[src/rtl/xmem_dl_pkg.sv]
package xmem_dl_pkg;

  typedef enum logic [1:0] {
    SEL_ADDR = 2'd0,
    SEL_CTRL = 2'd1,
    SEL_DATA = 2'd2
  } reg_sel_e;

  localparam int unsigned CTL_BIT_WE = 0;
  localparam int unsigned CTL_BIT_OE = 1;
  localparam int unsigned CTL_BIT_DL = 2;
  localparam int unsigned CTL_W      = 3;
  localparam logic [CTL_W-1:0] CTL_RESET = 3'b011;

endpackage

[src/rtl/xmem_addr_ctr.sv]
module xmem_addr_ctr #(
  parameter int unsigned N_BYTES = 3,
  parameter int unsigned BW      = 8,
  localparam int unsigned AW     = N_BYTES * BW,
  localparam int unsigned PTR_W  = (N_BYTES > 1) ? $clog2(N_BYTES) : 1
) (
  input  logic             clk,
  input  logic             rst_n,
  input  logic             port_wr,
  input  logic             port_rd,
  input  logic [BW-1:0]    wdata,
  input  logic             step,
  output logic [AW-1:0]    addr,
  output logic [BW-1:0]    rd_byte,
  output logic [PTR_W-1:0] ptr
);

  localparam logic [PTR_W-1:0] PTR_LAST = PTR_W'(N_BYTES - 1);

  logic [AW-1:0]    addr_q, addr_d;
  logic [PTR_W-1:0] ptr_q, ptr_d;
  logic             port_acc;
  logic             upd_en;

  assign port_acc = port_wr | port_rd;
  assign upd_en   = step | port_acc;

  always_comb begin
    addr_d = addr_q;
    ptr_d  = ptr_q;
    if (step) begin
      addr_d = addr_q + AW'(1);
      ptr_d  = '0;
    end else if (port_acc) begin
      if (port_wr) begin
        for (int i = 0; i < int'(N_BYTES); i++) begin
          if (ptr_q == PTR_W'(i)) begin
            addr_d[i*BW +: BW] = wdata;
          end
        end
      end
      ptr_d = (ptr_q == PTR_LAST) ? '0 : ptr_q + PTR_W'(1);
    end
  end

  always_comb begin
    rd_byte = '0;
    for (int i = 0; i < int'(N_BYTES); i++) begin
      if (ptr_q == PTR_W'(i)) begin
        rd_byte = addr_q[i*BW +: BW];
      end
    end
  end

  always_ff @(posedge clk or negedge rst_n) begin
    if (!rst_n) begin
      addr_q <= '0;
      ptr_q  <= '0;
    end else if (upd_en) begin
      addr_q <= addr_d;
      ptr_q  <= ptr_d;
    end
  end

  assign addr = addr_q;
  assign ptr  = ptr_q;

endmodule

[src/rtl/xmem_ctrl_reg.sv]
module xmem_ctrl_reg
  import xmem_dl_pkg::*;
#(
  parameter int unsigned BW = 8
) (
  input  logic          clk,
  input  logic          rst_n,
  input  logic          wr_en,
  input  logic [BW-1:0] wdata,
  output logic          dl_on,
  output logic          oe_ctl,
  output logic          we_ctl
);

  logic [CTL_W-1:0] ctl_q, ctl_d;

  always_comb begin
    ctl_d = wdata[CTL_W-1:0];
  end

  always_ff @(posedge clk or negedge rst_n) begin
    if (!rst_n) begin
      ctl_q <= CTL_RESET;
    end else if (wr_en) begin
      ctl_q <= ctl_d;
    end
  end

  assign dl_on  = ctl_q[CTL_BIT_DL];
  assign oe_ctl = ctl_q[CTL_BIT_OE];
  assign we_ctl = ctl_q[CTL_BIT_WE];

endmodule

[src/rtl/xmem_bus_mux.sv]
module xmem_bus_mux #(
  parameter int unsigned AW = 24,
  parameter int unsigned BW = 8
) (
  input  logic          clk,
  input  logic          rst_n,
  input  logic          data_wr,
  input  logic [BW-1:0] wdata,
  input  logic          dl_on,
  input  logic          oe_ctl,
  input  logic          we_ctl,
  input  logic [AW-1:0] ctr_addr,
  input  logic [AW-1:0] cpu_addr,
  input  logic          cpu_oe_n,
  input  logic          cpu_we_n,
  output logic [AW-1:0] mem_addr,
  output logic [BW-1:0] mem_dout,
  output logic          mem_dout_en,
  output logic          mem_oe_n,
  output logic          mem_we_n
);

  logic [BW-1:0] dat_q, dat_d;

  always_comb begin
    dat_d = wdata;
  end

  always_ff @(posedge clk or negedge rst_n) begin
    if (!rst_n) begin
      dat_q <= '0;
    end else if (data_wr) begin
      dat_q <= dat_d;
    end
  end

  always_comb begin
    if (dl_on) begin
      mem_addr = ctr_addr;
      mem_oe_n = oe_ctl;
      mem_we_n = we_ctl;
    end else begin
      mem_addr = cpu_addr;
      mem_oe_n = cpu_oe_n;
      mem_we_n = cpu_we_n;
    end
    mem_dout_en = dl_on & ~we_ctl;
    mem_dout    = dat_q;
  end

endmodule

[src/rtl/xmem_dl_port.sv]
module xmem_dl_port
  import xmem_dl_pkg::*;
#(
  parameter int unsigned ADDR_BYTES = 3,
  parameter int unsigned BYTE_W     = 8,
  localparam int unsigned AW        = ADDR_BYTES * BYTE_W,
  localparam int unsigned PTR_W     = (ADDR_BYTES > 1) ? $clog2(ADDR_BYTES) : 1
) (
  input  logic              clk,
  input  logic              rst_n,
  input  logic [1:0]        reg_sel,
  input  logic              reg_wr,
  input  logic              reg_rd,
  input  logic [BYTE_W-1:0] reg_wdata,
  output logic [BYTE_W-1:0] reg_rdata,
  input  logic [AW-1:0]     cpu_addr,
  input  logic              cpu_oe_n,
  input  logic              cpu_we_n,
  output logic [AW-1:0]     mem_addr,
  output logic [BYTE_W-1:0] mem_dout,
  output logic              mem_dout_en,
  input  logic [BYTE_W-1:0] mem_din,
  output logic              mem_oe_n,
  output logic              mem_we_n,
  output logic              mem_dl_sel
);

  logic              sel_addr, sel_ctrl, sel_data;
  logic              ac_wr, ac_rd, data_acc, data_wr, ctl_wr;
  logic [AW-1:0]     ac_addr;
  logic [BYTE_W-1:0] ac_byte;
  logic [PTR_W-1:0]  ac_ptr;
  logic              dl_on, oe_ctl, we_ctl;

  assign sel_addr = (reg_sel == SEL_ADDR);
  assign sel_ctrl = (reg_sel == SEL_CTRL);
  assign sel_data = (reg_sel == SEL_DATA);

  assign ac_wr    = sel_addr & reg_wr;
  assign ac_rd    = sel_addr & reg_rd & ~reg_wr;
  assign ctl_wr   = sel_ctrl & reg_wr;
  assign data_wr  = sel_data & reg_wr;
  assign data_acc = sel_data & (reg_wr | reg_rd);

  xmem_addr_ctr #(.N_BYTES(ADDR_BYTES), .BW(BYTE_W)) u_ac (
    .clk     (clk),
    .rst_n   (rst_n),
    .port_wr (ac_wr),
    .port_rd (ac_rd),
    .wdata   (reg_wdata),
    .step    (data_acc),
    .addr    (ac_addr),
    .rd_byte (ac_byte),
    .ptr     (ac_ptr)
  );

  xmem_ctrl_reg #(.BW(BYTE_W)) u_ctl (
    .clk    (clk),
    .rst_n  (rst_n),
    .wr_en  (ctl_wr),
    .wdata  (reg_wdata),
    .dl_on  (dl_on),
    .oe_ctl (oe_ctl),
    .we_ctl (we_ctl)
  );

  xmem_bus_mux #(.AW(AW), .BW(BYTE_W)) u_mux (
    .clk         (clk),
    .rst_n       (rst_n),
    .data_wr     (data_wr),
    .wdata       (reg_wdata),
    .dl_on       (dl_on),
    .oe_ctl      (oe_ctl),
    .we_ctl      (we_ctl),
    .ctr_addr    (ac_addr),
    .cpu_addr    (cpu_addr),
    .cpu_oe_n    (cpu_oe_n),
    .cpu_we_n    (cpu_we_n),
    .mem_addr    (mem_addr),
    .mem_dout    (mem_dout),
    .mem_dout_en (mem_dout_en),
    .mem_oe_n    (mem_oe_n),
    .mem_we_n    (mem_we_n)
  );

  always_comb begin
    unique case (1'b1)
      sel_addr: reg_rdata = ac_byte;
      sel_data: reg_rdata = mem_din;
      default:  reg_rdata = '0;
    endcase
  end

  assign mem_dl_sel = dl_on;

endmodule

[config.mk]
export PLATFORM = sky130hd
export DESIGN_NAME = xmem_dl_port
export DESIGN_NICKNAME = d
export VERILOG_FILES = /design/src/rtl/xmem_dl_pkg.sv /design/src/rtl/xmem_addr_ctr.sv /design/src/rtl/xmem_ctrl_reg.sv /design/src/rtl/xmem_bus_mux.sv /design/src/rtl/xmem_dl_port.sv
export SDC_FILE = /design/constraint.sdc
export NUM_CORES = 1
export LEC_CHECK = 0
export BUFFER_PORTS_ARGS = -buffer_cell sky130_fd_sc_hd__buf_2
export CORE_MARGIN = 4
export CORE_UTILIZATION = 51
export DETAILED_ROUTE_END_ITERATION = 7
export PLACE_DENSITY = 0.79
export SYNTH_ARGS = -nofsm -noshare
export SYNTH_HDL_FRONTEND = slang
export SYNTH_SLANG_ARGS = --single-unit
[constraint.sdc]
create_clock -name clk -period 2 [get_ports clk]
set_input_delay 0.3 -clock clk [delete_from_list [all_inputs] [get_ports clk]]
set_output_delay 0.3 -clock clk [all_outputs]
set_load 0.02 [all_outputs]
==> run_results.csv <==
group,metric,value,unit
outcome,status,"finished, final reports clean",
final_layout,area_delta_synth_final,28.44,%
grt,grt_usage,0.2938,
final_layout,diodes,0,
floorplanning,die_w,81.79,um
logic_synthesis,synth-main-ff-cell,"dfrtp_1",
power,pwr-share-seq,0.365,
worst_hold_path,min_path_type,"in2reg",
drt,via_per_inst,6.251,
floorplanning,io_pins,92,
timing,clock_skew,0.01088,ns
logic_synthesis,async_flop_share,1.000,
clock_tree,clockBufferDepth,2,
logic_synthesis,syn_inst,300,
power,pwr-share-clk,0.147,
setup_path,arrival,1.63,ns
grt,grt_max_degree,20,
logic_synthesis,ys_top_cells_by_area,"dfrtp_1 (32%), mux2_2 (17%), mux2i_1 (4.7%)",
setup_path,reg2reg_from,"u_ac.addr[1]$_DFFE_PN0P_",
final_layout,design_area,0.003566,mm2
logic_synthesis,syn_nets,349,
final_layout,layout-drive-gt1-share,0.4572,
timing,hold_violations,0,
setup_path,crit_path_start_kind,"flip-flop",
job,cap_violations,0,
final_layout,multi_input_area,0.001744,mm2
timing,worst_slew_pin_slew,0.4556,ns
drt,firstDrtPassIters,7,
clock_tree,cts_tree,"built",
worst_hold_path,hold_start,"reg_wdata[5]",
clock_tree,htree_levels,2,
logic_synthesis,synth-edff-count,0,
floorplanning,core,0.005205,mm2
setup_path,cp_max_fo,7,
power,power.share.switching,0.4457,
final_layout,seq_area,934.6,um2
logic_synthesis,synth_seq_area_share,0.3344,
placement,hpwl,7.090,mm
timing,max_slew_margin,0.6953,
logic_synthesis,synth_seq_cells,37,
placement,port_buffers,91,
timing,min_period,1.929,ns
floorplanning,die_area,0.006689,mm2
timing,setup-violations-final,0,
power,power.leakage,0.001582,uW
drt,final_antenna_net_count,0,
clock_tree,path_clk_slew,0.08,ns
drt,drtIter0Drc,246,
setup_path,critical_path_class,"reg2out",
logic_synthesis,yosys.area.top_type,"dfrtp_1",
clock_tree,clock_latency,0.30,ns
final_layout,nFillCells,444,
logic_synthesis,synth_cell_type_count,57,
drt,wirelength,9.383,mm
floorplanning,start_util,0.5334,
timing,clock.fmax,518.5,MHz
drt,num_vias,2994,
power,p_per_area,1023,mW/mm2
timing,rsz0062_at_grt,"true",
setup_path,cp-startpoint,"u_ac.ptr[0]$_DFFE_PN0P_",
final_layout,nNetsFinal,457,
clock_tree,cts_root_buf,"clkbuf_8",
drt,drc,0,
grt,grt_pass1_wl,14.75,mm
logic_synthesis,ys.warnings.count,0,
logic_synthesis,synth_top_area_share,0.3155,
grt,grt_overflow,0,
floorplanning,die_h,81.79,um
floorplanning,rows,26,
placement,place_area,0.003431,mm2
power,p_int,2023,uW
placement,gp_congestion,0.9309,
final_layout,post-route-util,0.6851,
drt,wl_per_cell,19.59,um
power,p_sw,1626,uW
clock_tree,clock_sinks,37,
power,ir_drop,0.6421,mV
logic_synthesis,syn_avg_cell_area,9.255,um2
timing,drv_slew,0,
grt,grt_pass1_vias,2830,
grt,grt_antenna_before_repair,0,
clock_tree,numCtsBuffers,5,
setup_path,end_kind,"output port",
setup_path,cp.required,1.70,ns
timing,min_period_over_period,0.9643,
logic_synthesis,synthesis.area,0.002776,mm2
power,comb_power_share,0.489,
[worst max-delay path, stage by stage (launching register included)]
cell and delay (ns):
dfrtp_2 0.45, buf_4 0.16, mux2i_1 0.26, o2bb2ai_1 0.11, mux2i_1 0.14, nor2_1 0.05, buf_2 0.17
[worst paths after layout]
path                                                 end  slack [ns]  depth (start not counted)
setup / recovery                            reg_rdata[1]        0.07                          6
hold / removal                 u_ac.addr[13]$_DFFE_PN0P_        0.30                          3
setup reg to reg               u_ac.addr[22]$_DFFE_PN0P_        0.08                          5
hold reg to reg            u_mux.mem_dout[6]$_DFFE_PN0P_        0.51                          1
max in group asynchronous       u_ac.addr[2]$_DFFE_PN0P_        0.99                          3
min in group asynchronous      u_ac.addr[16]$_DFFE_PN0P_        0.47                          2
[logic make-up (layout without fill, tap and decap cells)]
| kind of cell | after synthesis | in the layout | synth area share |
|---|---|---|---|
| simple gates | 103 | 103 | 0.2082 |
| mux | 54 | 54 | 0.2132 |
| compound gates | 78 | 78 | 0.2015 |
| flops | 37 | 37 | 0.3344 |
| fa+ha+maj | 1 | 1 | 0.004506 |
| buf+inv | 27 | 136 | 0.03830 |
[cells in the mapped netlist (all sizes together), types with 4 or more instances]
master and instances:
mux2 41, clkbuf 16, o21ai 15, nor3 10, o2bb2ai 6, o22ai 4
dfrtp 35, and2 4, inv 6, nand2 17, nor4 5, o21a 4
nor2 20, nor2b 5, a21oi 15, mux2i 13, and4 5, nand4 11
a2bb2oi 5, nand3 10, buf 5
[sequential cells by signal (all words and copies together), names as in the netlist]
register	cells
u_mux.mem_dout	8
u_ctl.ctl_q	3
u_ac.ptr	2
u_ac.addr	24
[cells in the final DEF, fill, tap and decap left out, types with 3 or more instances in the layout]
master / count
buf_2: 91
mux2_2: 41
buf_4: 30
dfrtp_1: 30
nor2_1: 20
nand2_1: 17
o21ai_0: 15
a21oi_1: 14
mux2i_1: 13
nand3_1: 10
nand4_1: 10
nor3_1: 10
o2bb2ai_1: 6
nor2b_1: 5
inv_1: 5
a2bb2oi_1: 5
and4_1: 5
clkbuf_8: 5
dfrtp_2: 5
o21a_1: 4
and2_1: 4
o22ai_1: 4
nor4_1: 4
and3_1: 3
a41oi_1: 3
or3_1: 3
[routing by layer]
metal  global-route usage  vias up  part of all wire
met3              0.03399       17              0.10
met5                    0        -                 0
met4              0.06977        0             0.016
li1                     -     1375                 -
met1               0.4233     1412              0.42
met2               0.4709      190              0.47
[area by class of cell]
class                      instances  area share
tap                               70     0.02456
inverter                           6    0.006316
multi-input combinational        236      0.4891
clock inverter                     3    0.004912
clock buffer                       5     0.01930
timing repair buffer             122      0.1937
sequential                        37      0.2621
[metrics by stage]
step	setup slack, ns	power (uW)	hold slack, ns	std cells	setup TNS, ns
2_1_floorplan	0.1223	2404	0.004409	300	0
3_3_place_gp	0.1426	3027	0.2502	466	0
3_5_place_dp	0.07222	3065	0.2558	466	0
4_1_cts	0.01492	3594	0.2937	475	0
5_1_grt	-0.002505	3878	0.3174	479	-0.002505
6_report	0.07141	3649	0.3036	479	0
[repair_timing]
item,4_1_cts,5_1_grt
resized for setup,1,7
pin swaps,0,1
hold buffers,1,0
setup endpoints to repair,6,11
buffers inserted,0,4
hold endpoints to repair,13,0
[power groups by stage]
stage          Sequential (uW)  Clock, uW  Combinational [uW]
6_report                  1330        535                1780
3_3_place_gp              1330          0                1700
5_1_grt                   1370        572                1930
2_1_floorplan             1230          0                1170
3_5_place_dp              1340          0                1720
4_1_cts                   1330        538                1730
Note: power is estimated with default switching activity, not from simulation.
